**config.mk**
```make
export PLATFORM = sky130hd
export DESIGN_NAME = pmic_cmd_port
export DESIGN_NICKNAME = d
export VERILOG_FILES = /design/src/rtl/pmic_cmd_pkg.sv /design/src/rtl/pmic_cmd_regs.sv /design/src/rtl/pmic_cmd_ctrl.sv /design/src/rtl/pmic_cmd_port.sv
export SDC_FILE = /design/constraint.sdc
export NUM_CORES = 1
export LEC_CHECK = 0
export ABC_CLOCK_PERIOD_IN_PS = 10800
export BUFFER_PORTS_ARGS = -buffer_cell sky130_fd_sc_hd__clkbuf_2
export CAP_MARGIN = 20
export CORE_MARGIN = 3
export CORE_UTILIZATION = 50
export DETAILED_ROUTE_END_ITERATION = 12
export PLACE_DENSITY = 0.74
export SLEW_MARGIN = 0
export SYNTH_ARGS = -nofsm -noshare
export SYNTH_HDL_FRONTEND = slang
export SYNTH_SLANG_ARGS = --single-unit
```
**constraint.sdc**
```tcl
create_clock -name clk -period 10.8 [get_ports clk]
set_clock_uncertainty 0.2 [all_clocks]
set_input_delay 0 -clock clk [delete_from_list [all_inputs] [get_ports clk]]
set_output_delay 0 -clock clk [all_outputs]
set_load 0.02 [all_outputs]
```
**src/rtl/pmic_cmd_pkg.sv**
```systemverilog
package pmic_cmd_pkg;

  localparam int OFF_OPC    = 'h00;
  localparam int OFF_CNTSID = 'h04;
  localparam int OFF_ADRHI  = 'h08;
  localparam int OFF_ADRLO  = 'h0C;
  localparam int OFF_STAT   = 'h14;
  localparam int OFF_WBASE  = 'h18;
  localparam int OFF_RBASE  = 'h38;

  localparam int OPC_W = 5;
  localparam int SID_W = 4;
  localparam int CNT_W = 4;

  // status bit positions
  localparam int ST_DONE = 0;
  localparam int ST_FAIL = 1;
  localparam int ST_DENY = 2;
  localparam int ST_DROP = 3;

  typedef enum logic [OPC_W-1:0] {
    OP_XLONG_WR = 5'd0,
    OP_XLONG_RD = 5'd1,
    OP_EXT_WR   = 5'd2,
    OP_RESET    = 5'd3,
    OP_SLEEP    = 5'd4,
    OP_SHUTDOWN = 5'd5,
    OP_WAKEUP   = 5'd6,
    OP_AUTH     = 5'd7,
    OP_MST_RD   = 5'd8,
    OP_MST_WR   = 5'd9,
    OP_EXT_RD   = 5'd13,
    OP_REG_WR   = 5'd14,
    OP_REG_RD   = 5'd15,
    OP_ZERO_WR  = 5'd16
  } bus_op_e;

  typedef enum logic [1:0] {
    PH_IDLE = 2'd0,
    PH_REQ  = 2'd1,
    PH_WAIT = 2'd2
  } phase_e;

  function automatic logic opc_known(input logic [OPC_W-1:0] op);
    case (op)
      OP_XLONG_WR, OP_XLONG_RD, OP_EXT_WR, OP_RESET, OP_SLEEP,
      OP_SHUTDOWN, OP_WAKEUP, OP_AUTH, OP_MST_RD, OP_MST_WR,
      OP_EXT_RD, OP_REG_WR, OP_REG_RD, OP_ZERO_WR: return 1'b1;
      default: return 1'b0;
    endcase
  endfunction

endpackage

```
**src/rtl/pmic_cmd_regs.sv**
```systemverilog
module pmic_cmd_regs
  import pmic_cmd_pkg::*;
#(
  parameter int ADDR_W    = 8,
  parameter int DATA_W    = 32,
  parameter int MAX_BYTES = 8
) (
  input  logic                     clk,
  input  logic                     rst_n,
  input  logic                     reg_wr_en,
  input  logic [ADDR_W-1:0]        reg_addr,
  input  logic [DATA_W-1:0]        reg_wdata,
  output logic [DATA_W-1:0]        reg_rdata,
  input  logic [3:0]               status,
  input  logic                     rsp_capture,
  input  logic [8*MAX_BYTES-1:0]   rsp_rdata,
  output logic                     start,
  output logic [OPC_W-1:0]         start_opc,
  output logic [SID_W-1:0]         cfg_sid,
  output logic [CNT_W-1:0]         cfg_cnt,
  output logic [15:0]              cfg_addr,
  output logic [8*MAX_BYTES-1:0]   cfg_wbytes
);

  localparam logic [ADDR_W-1:0] A_OPC    = ADDR_W'(OFF_OPC);
  localparam logic [ADDR_W-1:0] A_CNTSID = ADDR_W'(OFF_CNTSID);
  localparam logic [ADDR_W-1:0] A_ADRHI  = ADDR_W'(OFF_ADRHI);
  localparam logic [ADDR_W-1:0] A_ADRLO  = ADDR_W'(OFF_ADRLO);
  localparam logic [ADDR_W-1:0] A_STAT   = ADDR_W'(OFF_STAT);

  logic [OPC_W-1:0] opc_q;
  logic [SID_W-1:0] sid_q;
  logic [CNT_W-1:0] cnt_q;
  logic [7:0]       hi_q, lo_q;
  logic [7:0]       wb_q [MAX_BYTES];
  logic [7:0]       rb_q [MAX_BYTES];
  logic [MAX_BYTES-1:0] wb_hit;

  logic hit_opc, hit_cs, hit_hi, hit_lo;

  assign hit_opc = reg_wr_en && (reg_addr == A_OPC);
  assign hit_cs  = reg_wr_en && (reg_addr == A_CNTSID);
  assign hit_hi  = reg_wr_en && (reg_addr == A_ADRHI);
  assign hit_lo  = reg_wr_en && (reg_addr == A_ADRLO);

  always_ff @(posedge clk or negedge rst_n) begin
    if (!rst_n) begin
      opc_q <= '0;
    end else if (hit_opc) begin
      opc_q <= reg_wdata[OPC_W:1];
    end
  end

  always_ff @(posedge clk or negedge rst_n) begin
    if (!rst_n) begin
      sid_q <= '0;
      cnt_q <= '0;
    end else if (hit_cs) begin
      sid_q <= reg_wdata[SID_W-1:0];
      cnt_q <= reg_wdata[SID_W+CNT_W-1:SID_W];
    end
  end

  always_ff @(posedge clk or negedge rst_n) begin
    if (!rst_n) begin
      hi_q <= '0;
    end else if (hit_hi) begin
      hi_q <= reg_wdata[7:0];
    end
  end

  always_ff @(posedge clk or negedge rst_n) begin
    if (!rst_n) begin
      lo_q <= '0;
    end else if (hit_lo) begin
      lo_q <= reg_wdata[7:0];
    end
  end

  for (genvar i = 0; i < MAX_BYTES; i++) begin : g_byte
    localparam logic [ADDR_W-1:0] A_WB = ADDR_W'(OFF_WBASE + 4*i);

    assign wb_hit[i] = reg_wr_en && (reg_addr == A_WB);

    always_ff @(posedge clk or negedge rst_n) begin
      if (!rst_n) begin
        wb_q[i] <= '0;
      end else if (wb_hit[i]) begin
        wb_q[i] <= reg_wdata[7:0];
      end
    end

    always_ff @(posedge clk or negedge rst_n) begin
      if (!rst_n) begin
        rb_q[i] <= '0;
      end else if (rsp_capture) begin
        rb_q[i] <= rsp_rdata[8*i +: 8];
      end
    end

    assign cfg_wbytes[8*i +: 8] = wb_q[i];
  end

  assign start     = hit_opc;
  assign start_opc = reg_wdata[OPC_W:1];
  assign cfg_sid   = sid_q;
  assign cfg_cnt   = cnt_q;
  assign cfg_addr  = {hi_q, lo_q};

  always_comb begin
    reg_rdata = '0;
    case (reg_addr)
      A_OPC:    reg_rdata = DATA_W'({opc_q, 1'b0});
      A_CNTSID: reg_rdata = DATA_W'({cnt_q, sid_q});
      A_ADRHI:  reg_rdata = DATA_W'(hi_q);
      A_ADRLO:  reg_rdata = DATA_W'(lo_q);
      A_STAT:   reg_rdata = DATA_W'(status);
      default:  reg_rdata = '0;
    endcase
    for (int i = 0; i < MAX_BYTES; i++) begin
      if (reg_addr == ADDR_W'(OFF_WBASE + 4*i)) reg_rdata = DATA_W'(wb_q[i]);
      if (reg_addr == ADDR_W'(OFF_RBASE + 4*i)) reg_rdata = DATA_W'(rb_q[i]);
    end
  end

endmodule

```
**src/rtl/pmic_cmd_ctrl.sv**
```systemverilog
module pmic_cmd_ctrl
  import pmic_cmd_pkg::*;
#(
  parameter int MAX_BYTES = 8
) (
  input  logic                          clk,
  input  logic                          rst_n,
  input  logic                          fuse_disable,
  input  logic                          start,
  input  logic [OPC_W-1:0]              start_opc,
  input  logic [SID_W-1:0]              cfg_sid,
  input  logic [CNT_W-1:0]              cfg_cnt,
  input  logic [15:0]                   cfg_addr,
  input  logic [8*MAX_BYTES-1:0]        cfg_wbytes,
  output logic [3:0]                    status,
  output logic                          rsp_capture,
  output logic                          be_req_valid,
  input  logic                          be_req_ready,
  output logic [OPC_W-1:0]              be_req_opcode,
  output logic [SID_W-1:0]              be_req_sid,
  output logic [15:0]                   be_req_addr,
  output logic [$clog2(MAX_BYTES)-1:0]  be_req_len_m1,
  output logic [8*MAX_BYTES-1:0]        be_req_wdata,
  input  logic                          be_rsp_valid,
  input  logic                          be_rsp_fail,
  input  logic                          be_rsp_denied
);

  localparam int LEN_W = $clog2(MAX_BYTES);
  localparam logic [CNT_W-1:0] CNT_MAX = CNT_W'(MAX_BYTES - 1);

  phase_e     ph_q, ph_d;
  logic [3:0] st_q, st_d;
  logic       latch_en;
  logic       go, busy, cmd_ok;

  logic [OPC_W-1:0]       l_opc;
  logic [SID_W-1:0]       l_sid;
  logic [15:0]            l_addr;
  logic [LEN_W-1:0]       l_len;
  logic [8*MAX_BYTES-1:0] l_wdata;

  assign go          = start && !fuse_disable;
  assign busy        = (ph_q != PH_IDLE);
  assign cmd_ok      = opc_known(start_opc) && (cfg_cnt <= CNT_MAX);
  assign rsp_capture = (ph_q == PH_WAIT) && be_rsp_valid;

  always_comb begin
    ph_d     = ph_q;
    st_d     = st_q;
    latch_en = 1'b0;
    case (ph_q)
      PH_REQ:  if (be_req_ready) ph_d = PH_WAIT;
      PH_WAIT: if (be_rsp_valid) begin
                 ph_d = PH_IDLE;
                 st_d = '0;
                 st_d[ST_DONE] = 1'b1;
                 st_d[ST_FAIL] = be_rsp_fail;
                 st_d[ST_DENY] = be_rsp_denied;
               end
      default: ph_d = ph_q;
    endcase
    if (go) begin
      if (busy) begin
        st_d = '0;
        st_d[ST_DONE] = 1'b1;
        st_d[ST_DROP] = 1'b1;
      end else if (!cmd_ok) begin
        st_d = '0;
        st_d[ST_DONE] = 1'b1;
        st_d[ST_DENY] = 1'b1;
      end else begin
        st_d     = '0;
        ph_d     = PH_REQ;
        latch_en = 1'b1;
      end
    end
  end

  always_ff @(posedge clk or negedge rst_n) begin
    if (!rst_n) begin
      ph_q <= PH_IDLE;
      st_q <= '0;
    end else begin
      ph_q <= ph_d;
      st_q <= st_d;
    end
  end

  always_ff @(posedge clk or negedge rst_n) begin
    if (!rst_n) begin
      l_opc   <= '0;
      l_sid   <= '0;
      l_addr  <= '0;
      l_len   <= '0;
      l_wdata <= '0;
    end else if (latch_en) begin
      l_opc   <= start_opc;
      l_sid   <= cfg_sid;
      l_addr  <= cfg_addr;
      l_len   <= cfg_cnt[LEN_W-1:0];
      l_wdata <= cfg_wbytes;
    end
  end

  assign status        = st_q;
  assign be_req_valid  = (ph_q == PH_REQ);
  assign be_req_opcode = l_opc;
  assign be_req_sid    = l_sid;
  assign be_req_addr   = l_addr;
  assign be_req_len_m1 = l_len;
  assign be_req_wdata  = l_wdata;

  AST_REQ_HOLD: assert property (@(posedge clk) disable iff (!rst_n)
    be_req_valid && !be_req_ready |=> be_req_valid &&
      $stable({be_req_opcode, be_req_sid, be_req_addr, be_req_len_m1, be_req_wdata}));

  AST_ISSUE_CLEARS: assert property (@(posedge clk) disable iff (!rst_n)
    $rose(be_req_valid) |-> (status == 4'b0000));

  AST_RSP_DONE: assert property (@(posedge clk) disable iff (!rst_n)
    (ph_q == PH_WAIT) && be_rsp_valid && !go |=>
      status[ST_DONE] && (status[ST_FAIL] == $past(be_rsp_fail)) &&
      (status[ST_DENY] == $past(be_rsp_denied)));

  AST_DROP_BUSY: assert property (@(posedge clk) disable iff (!rst_n)
    go && busy |=> (status == 4'b1001));

  AST_BAD_OPC: assert property (@(posedge clk) disable iff (!rst_n)
    go && !busy && !opc_known(start_opc) |=> (status == 4'b0101) && !be_req_valid);

  AST_BIG_COUNT: assert property (@(posedge clk) disable iff (!rst_n)
    go && !busy && (cfg_cnt > CNT_MAX) |=> (status == 4'b0101) && !be_req_valid);

  AST_FUSE_BLOCK: assert property (@(posedge clk) disable iff (!rst_n)
    start && fuse_disable && !busy |=> !be_req_valid && $stable(status));

  AST_ERR_NEEDS_DONE: assert property (@(posedge clk) disable iff (!rst_n)
    (|status[3:1]) |-> status[ST_DONE]);

endmodule

```
**src/rtl/pmic_cmd_port.sv**
```systemverilog
module pmic_cmd_port
  import pmic_cmd_pkg::*;
#(
  parameter int ADDR_W    = 8,
  parameter int DATA_W    = 32,
  parameter int MAX_BYTES = 8
) (
  input  logic                          clk,
  input  logic                          rst_n,
  input  logic                          fuse_disable,
  input  logic                          reg_wr_en,
  input  logic [ADDR_W-1:0]             reg_addr,
  input  logic [DATA_W-1:0]             reg_wdata,
  output logic [DATA_W-1:0]             reg_rdata,
  output logic                          be_req_valid,
  input  logic                          be_req_ready,
  output logic [OPC_W-1:0]              be_req_opcode,
  output logic [SID_W-1:0]              be_req_sid,
  output logic [15:0]                   be_req_addr,
  output logic [$clog2(MAX_BYTES)-1:0]  be_req_len_m1,
  output logic [8*MAX_BYTES-1:0]        be_req_wdata,
  input  logic                          be_rsp_valid,
  input  logic                          be_rsp_fail,
  input  logic                          be_rsp_denied,
  input  logic [8*MAX_BYTES-1:0]        be_rsp_rdata
);

  logic rst_meta_n, rst_core_n;

  always_ff @(posedge clk or negedge rst_n) begin
    if (!rst_n) begin
      rst_meta_n <= 1'b0;
      rst_core_n <= 1'b0;
    end else begin
      rst_meta_n <= 1'b1;
      rst_core_n <= rst_meta_n;
    end
  end

  logic                   start;
  logic [OPC_W-1:0]       start_opc;
  logic [SID_W-1:0]       cfg_sid;
  logic [CNT_W-1:0]       cfg_cnt;
  logic [15:0]            cfg_addr;
  logic [8*MAX_BYTES-1:0] cfg_wbytes;
  logic [3:0]             status;
  logic                   rsp_capture;

  pmic_cmd_regs #(
    .ADDR_W(ADDR_W), .DATA_W(DATA_W), .MAX_BYTES(MAX_BYTES)
  ) u_regs (
    .clk(clk), .rst_n(rst_core_n),
    .reg_wr_en(reg_wr_en), .reg_addr(reg_addr), .reg_wdata(reg_wdata),
    .reg_rdata(reg_rdata), .status(status),
    .rsp_capture(rsp_capture), .rsp_rdata(be_rsp_rdata),
    .start(start), .start_opc(start_opc), .cfg_sid(cfg_sid),
    .cfg_cnt(cfg_cnt), .cfg_addr(cfg_addr), .cfg_wbytes(cfg_wbytes)
  );

  pmic_cmd_ctrl #(
    .MAX_BYTES(MAX_BYTES)
  ) u_ctrl (
    .clk(clk), .rst_n(rst_core_n), .fuse_disable(fuse_disable),
    .start(start), .start_opc(start_opc), .cfg_sid(cfg_sid),
    .cfg_cnt(cfg_cnt), .cfg_addr(cfg_addr), .cfg_wbytes(cfg_wbytes),
    .status(status), .rsp_capture(rsp_capture),
    .be_req_valid(be_req_valid), .be_req_ready(be_req_ready),
    .be_req_opcode(be_req_opcode), .be_req_sid(be_req_sid),
    .be_req_addr(be_req_addr), .be_req_len_m1(be_req_len_m1),
    .be_req_wdata(be_req_wdata),
    .be_rsp_valid(be_rsp_valid), .be_rsp_fail(be_rsp_fail),
    .be_rsp_denied(be_rsp_denied)
  );

  AST_IDLE_AFTER_RESET: assert property (@(posedge clk) disable iff (!rst_core_n)
    $rose(rst_core_n) |-> !be_req_valid && (status == 4'b0000));

endmodule

```
==> results of run 1 <==
worst max-delay path, cell delays in order:
cell and delay (ns):
clkbuf_2 0.45, nor4_2 1.02, buf_4 0.32, nand2_1 0.09, o31ai_1 0.07, a21oi_1 0.11, a2111oi_0 0.77, o32ai_1 0.24
clkbuf_2 0.21
cells by family after synthesis:
family | synth area share
AO/OA/AOI/OAI | 0.1026
adder cells (fa/ha/maj) | 0.003175
buffers and inverters | 0.04698
flip-flops | 0.5439
multiplexers | 0.2376
other | 0.0006351
AND/OR/NAND/NOR | 0.06507
worst min-delay path by stage:
| stage | end | slack [ns] | cells past startpoint |
|---|---|---|---|
| CTS | u_ctrl.be_req_opcode[2] | 0.0003 | 3 |
| global placement | rst_meta_n | -0.41 | 1 |
| global route | u_regs.rb_q[31] | 0.05 | 3 |
| floorplan | rst_core_n | -0.50 | 0 |
| finish | u_regs.rb_q[61] | 0.03 | 4 |
| detailed placement | rst_meta_n | -0.41 | 1 |
final cells by class:
class | count | area, µm² | share of cell area
Sequential cell | 257 | 6435 | 0.4397
Inverter | 11 | 41.29 | 0.002821
Clock inverter | 14 | 156.4 | 0.01069
Tap cell | 313 | 391.6 | 0.02676
Antenna cell | 1 | 2.502 | 0.0001710
Multi-Input combinational cell | 602 | 4966 | 0.3393
Clock buffer | 35 | 755.7 | 0.05164
Timing Repair Buffer | 286 | 1887 | 0.1289
registers in the layout (all words and copies together), names as in the netlist, 2 cells and up:
| name | flops |
|---|---|
| u_regs.cfg_cnt | 4 |
| u_ctrl.be_req_sid | 4 |
| u_ctrl.be_req_len_m1 | 3 |
| u_regs.cfg_wbytes | 64 |
| u_ctrl.be_req_opcode | 5 |
| u_ctrl.be_req_wdata | 64 |
| u_regs.lo_q | 8 |
| u_regs.opc_q | 5 |
| u_regs.rb_q | 64 |
| u_regs.hi_q | 8 |
| u_ctrl.status | 4 |
| u_ctrl.be_req_addr | 16 |
| u_regs.cfg_sid | 4 |
| u_ctrl.ph_q | 2 |
routing by layer:
| layer | track usage | wire length [µm] | up-vias |
|---|---|---|---|
| li1 | - | - | 3906 |
| met4 | 0.09467 | 1298 | 0 |
| met3 | 0.04903 | 2981 | 87 |
| met5 | 0 | 0 | - |
| met2 | 0.4423 | 16790 | 491 |
| met1 | 0.3622 | 14080 | 4551 |
where the power goes:
group | switching [mW] | total [mW] | internal, mW
combinational | 0.177 | 0.381 | 0.204
sequential | 0.119 | 1.22 | 1.10
clock | 0.378 | 0.942 | 0.564
through the flow:
stage | cells | cell area, µm²
final | 1519 | 14640
after CTS | 1518 | 14630
after detailed placement | 1385 | 12880
after global routing | 1519 | 14640
after global placement | 1385 | 12880
after floorplan | 959 | 11910
cell usage in the layout, fill, tap and decap left out, drive strengths merged, types with 3 or more instances in the layout:
cell and count:
a2111oi 3, a211oi 5, a21oi 38, a22o 5, a22oi 20, and3 3, buf 14, bufinv 3
clkbuf 223, clkinv 8, clkinvlp 3, conb 25, dfrtp 257, dlygate4sd3 84, ha 3, inv 11
mux2 238, mux2i 4, mux4 4, nand2 44, nand2b 6, nand3 26, nor2 24, nor2b 6
nor3 5, nor4 3, nor4b 5, o2111ai 6, o211ai 5, o21ai 49, o221ai 3, o22ai 22
o2bb2ai 3, o31a 4, o31ai 3, or2 3, or4b 3
==> key figures, run 1 <==
Layout
  • Nets: 1300
  • Area Growth Syn to Fin: 23.76%
  • Share of layout cells above drive strength 1: 0.3494
  • Filler Cell Count: 1708
  • Post-layout util: 0.6387

Synth
  • Synth Warn #: 0
  • Synth Instances: 936
  • Yosys reg bits: 257
  • Area leader, netlist: dfrtp_1
  • Yosys top cell area share: 0.5439
  • Main synth FF type: dfrtp_1
  • Cell area after synthesis: 11830 µm²
  • Synth top cells by count: 257 x dfrtp_1, 150 x mux2_2, 88 x mux2_1, 45 x o21ai_0, 44 x nand2_1
  • Share of synthesized registers carrying an async set or reset: 1.000
  • Number of enable flip-flop cells after synthesis: 0
  • Register area share after synthesis: 0.5439
  • Most frequent cell after synthesis: dfrtp_1
  • Top post-synthesis cells by area: dfrtp_1 54%, mux2_2 14%, mux2_1 8.4%, o21ai_0 1.9%, a21oi_1 1.6%
  • Avg Cell Area, Syn: 12.63 µm²
  • Post-synth cell types: 66

Worst hold path
  • HP Class: in -> reg
  • Min-Delay Startpoint: be_rsp_rdata[5]

Drt
  • Wire per inst: 23.14 µm
  • DRC violations left: 0
  • Drt pass-1 iters: 5
  • Vias per inst: 5.948
  • Routed WL: 35150 µm
  • ANT nets after route: 0
  • Starting DRT DRC Count: 865
  • DR vias: 9035

Floorplanning
  • Die area: 25530 µm²
  • Die width: 159.8 µm
  • Row count: 55
  • Die H: 159.8 µm
  • Core box area: 22920 µm²
  • # IOs: 237
  • Initial Util: 0.5160

Global routing
  • Vias in the first global route: 9097
  • Largest net degree at the start of global routing: 80
  • Initial antenna violation count: 1
  • Total track usage: 0.2692
  • Total grt overflow: 0
  • First-pass GRT wire length: 53950 µm

Critical path
  • Critical Path AT: 3.30 ns
  • Setup crit start: reg_addr[2]
  • Critical path class: in -> out
  • Critical path peak fanout: 33
  • R2r setup slk: 8.02 ns
  • Setup crit end: reg_rdata[2]
  • CP Data Required Time: 10.60 ns
  • Crit. End Element: output port
  • Cells on worst reg2reg path: 2
  • Worst reg2reg path endpoint: u_ctrl.be_req_wdata[52]
  • Reg2reg start: rst_core_n
  • CP Launch Type: primary input

Power and ir drop
  • Leakage: 7.163 nW
  • Power Total: 2.545 mW
  • Peak VDD IR: 0.0001126 V
  • Power per cell area: 173.9 nW/µm²

STA
  • Post-route setup slack: 7.298 ns
  • Total Neg Setup Slack: 0 ns
  • Fin crit period: 3.502 ns
  • Slew @ Worst Pin: 1.022 ns
  • Period utilization: 0.3242
  • Unrepaired setup endpoints after global routing: no
  • Final setup viols: 0
  • Final hold violation count: 0
  • WHS: 0.03250 ns
  • Final Max Tran Viols: 0
  • Slew headroom: 0.3132
  • Fmax: 285.6 MHz

Clock tree
  • Clk pin slew, worst setup/hold paths: 0.06 ns
  • Clock Path Buffers: 3
  • CTS buffer count: 27
  • H-tree depth: 1
  • Clock latency on the worst-skew pair: 0.53 ns
  • Post-CTS resize count: 0
  • Setup Buffers After CTS: 0
  • Hold_buf cts: 84
  • # clock sinks: 257
  • CTS tree: built
  • Clock root buffer master: clkbuf_16

Placed design
  • Port Buffers: 188
  • Routability cong.: 0.9245
  • Setup WS pre-CTS: 7.393 ns
  • Dpl hpwl: 23080 µm

Run
  • Max cap viols: 0

Status
  • Outcome: complete, no violations
Power figures use the tool's default switching activity.
==> run 2: changes to the inputs <==
--- a/config.mk
+++ b/config.mk
@@ -5,7 +5,7 @@
 export SDC_FILE = /design/constraint.sdc
 export NUM_CORES = 1
 export LEC_CHECK = 0
-export ABC_CLOCK_PERIOD_IN_PS = 10800
+export ABC_CLOCK_PERIOD_IN_PS = 3300
 export BUFFER_PORTS_ARGS = -buffer_cell sky130_fd_sc_hd__clkbuf_2
 export CAP_MARGIN = 20
 export CORE_MARGIN = 3
==> constraint.sdc (replaced) <==
create_clock -name clk -period 3.3 [get_ports clk]
set_clock_uncertainty 0.2 [all_clocks]
set_input_delay 0 -clock clk [delete_from_list [all_inputs] [get_ports clk]]
set_output_delay 0 -clock clk [all_outputs]
set_load 0.02 [all_outputs]
==> key figures, run 2 (same netlist as run 1, synthesis figures left out) <==
Layout
  • Most common cell after layout, fill and taps aside: dfrtp_1
  • Filler Cell Count: 1733 (+1.5%)
  • Commonest non-fill, non-tap cells in the layout: 256 x dfrtp_1, 188 x clkbuf_2, 150 x mux2_2, 90 x dlygate4sd3_1, 88 x mux2_1
  • ANT cells: 0 (-1)
  • Area Growth Syn to Fin: 25.21%
  • Final std cells w/o fill: 1541 (+1.4%)
  • Post-layout util: 0.6461 (+0.007480)
  • Nets: 1327 (+2.1%)
  • Share of layout cells above drive strength 1: 0.3510 (+0.001600)
  • Finished Cell Area: 14810 µm² (+1.2%)

STA
  • Fmax: 315.4 MHz
  • Final setup viols: 0 (unchanged)
  • Slew @ Worst Pin: 0.8762 ns (-0.1455 ns)
  • Unrepaired setup endpoints after global routing: no
  • Final Max Tran Viols: 0 (unchanged)
  • Fin crit period: 3.171 ns
  • Period utilization: 0.9608
  • Total Neg Setup Slack: 0 ns (unchanged)
  • Final hold violation count: 0 (unchanged)
  • Slew headroom: 0.4158 (+0.1026)

Critical path
  • Critical Path AT: 2.97 ns (-0.33 ns)
  • Cells on worst reg2reg path: 8 (+6)
  • CP Data Required Time: 3.10 ns (-7.50 ns)
  • Critical path class: in -> out
  • Crit. End Element: output port
  • CP Launch Type: primary input
  • Critical path peak fanout: 12 (-64%)

Global routing
  • Initial antenna violation count: 1 (unchanged)
  • Vias in the first global route: 9406 (+3.4%)
  • Total track usage: 0.2770 (+0.007803)
  • Largest net degree at the start of global routing: 68 (-15%)
  • First-pass GRT wire length: 55510 µm (+2.9%)
  • Total grt overflow: 0 (unchanged)

Floorplanning
  • Die area: 25530 µm² (unchanged)
  • Die H: 159.8 µm (unchanged)
  • Die width: 159.8 µm (unchanged)
  • Initial Util: 0.5160 (unchanged)
  • # IOs: 237 (unchanged)
  • Row count: 55 (unchanged)
  • Core box area: 22920 µm² (unchanged)

Clock tree
  • CTS tree: built
  • Setup Buffers After CTS: 0 (unchanged)
  • Clk pin slew, worst setup/hold paths: 0.06 ns (about the same)
  • Clock root buffer master: clkbuf_16
  • CTS buffer count: 27 (unchanged)
  • H-tree depth: 1 (unchanged)
  • Clock Path Buffers: 3 (unchanged)
  • Clock latency on the worst-skew pair: 0.53 ns (about the same)
  • # clock sinks: 257 (unchanged)

Drt
  • ANT nets after route: 0 (unchanged)
  • Wire per inst: 23.27 µm (+0.56%)
  • Starting DRT DRC Count: 756 (-13%)
  • Drt pass-1 iters: 6 (+1)
  • DRC violations left: 0 (unchanged)
  • Routed WL: 35860 µm (+2.0%)
  • Vias per inst: 5.896 (-0.88%)
  • DR vias: 9085 (+0.55%)

Power and ir drop
  • Leakage: 7.258 nW (+1.3%)
  • Peak VDD IR: 0.0003483 V (+210%)
  • Power per cell area: 553.7 nW/µm² (+220%)
  • Power Total: 8.199 mW (+220%)

Placed design
  • Cell Area, Placed: 13080 µm² (+1.5%)
  • Routability cong.: 0.9805 (+6.1%)
  • Port Buffers: 188 (unchanged)
  • Dpl cells: 1406 (+1.5%)
  • Dpl hpwl: 23960 µm (+3.8%)

Worst hold path
  • Hold depth: 3 (-1)
  • HP Class: in -> reg

Run
  • Max cap viols: 0 (unchanged)

Status
  • Outcome: complete, no violations
-- run 2: cell count changes in the layout (fill, tap and decap cells not counted), sizes merged --
cell	previous run	this run
buf	14	35
diode	1	0
clkbuf	223	229
clkinv	8	2
clkinvlp	3	0
dlygate4sd3	84	90
bufinv	3	2
-- run 2: final cells by class --
cell class,instances,area [µm²],share of cell area
Sequential cell,257,6435,0.4346
Multi-Input combinational cell,602,4969,0.3356
Timing Repair Buffer,313,2142,0.1447
Clock buffer,41,758.2,0.05121
Tap cell,313,391.6,0.02645
Clock inverter,4,70.07,0.004732
Inverter,11,41.29,0.002789
-- run 2: power breakdown --
part           switching (mW)  internal, mW  leakage [nW]
logic                   0.582         0.697          3.39
registers               0.401          3.61          3.46
clock network            1.19          1.72         0.403
total                    2.17          6.03          7.26
-- run 2: routing by layer --
layer  global-route usage  up-vias  part of all wire
met5                    0        -                 0
met2               0.4580      471              0.48
met3              0.04799      106             0.076
li1                     -     3943                 -
met4               0.1061        0             0.040
met1               0.3682     4565              0.41
-- run 2: worst paths after layout --
check / from / endpoint / slack (ns)
max: reg_addr[1] / reg_rdata[1] / 0.13
min: be_rsp_rdata[28] / u_regs.rb_q[36] / 0.04
max reg2reg: u_ctrl.ph_q[0] / u_ctrl.status[1] / 0.44
min reg2reg: rst_meta_n / rst_core_n / 0.15
max in group asynchronous: rst_core_n / u_regs.rb_q[31] / 1.76
min in group asynchronous: rst_n / rst_core_n / 0.13
-- run 2: repair_timing --
item	4_1_cts	5_1_grt
setup endpoints to repair	0	2
endpoints found under the hold margin	159	0
hold buffers	90	0
gates resized for setup	0	1
-- run 2: metrics by stage --
step | hold slack [ns] | worst slack [ns]
floorplan | -0.4956 | 0.5206
global placement | -0.4130 | 0.7049
detailed placement | -0.4109 | 0.6890
CTS | 0.02418 | 0.1349
global route | 0.05849 | 0.09371
finish | 0.04107 | 0.1294
-- run 2: worst max-delay path, stage by stage --
cell and delay [ns]:
dlygate4sd3_1 0.56, clkbuf_2 0.21, or4b_2 0.88, a21oi_1 0.41, a2111oi_0 0.15, o31a_1 0.17, o21ai_0 0.34, clkbuf_2 0.24
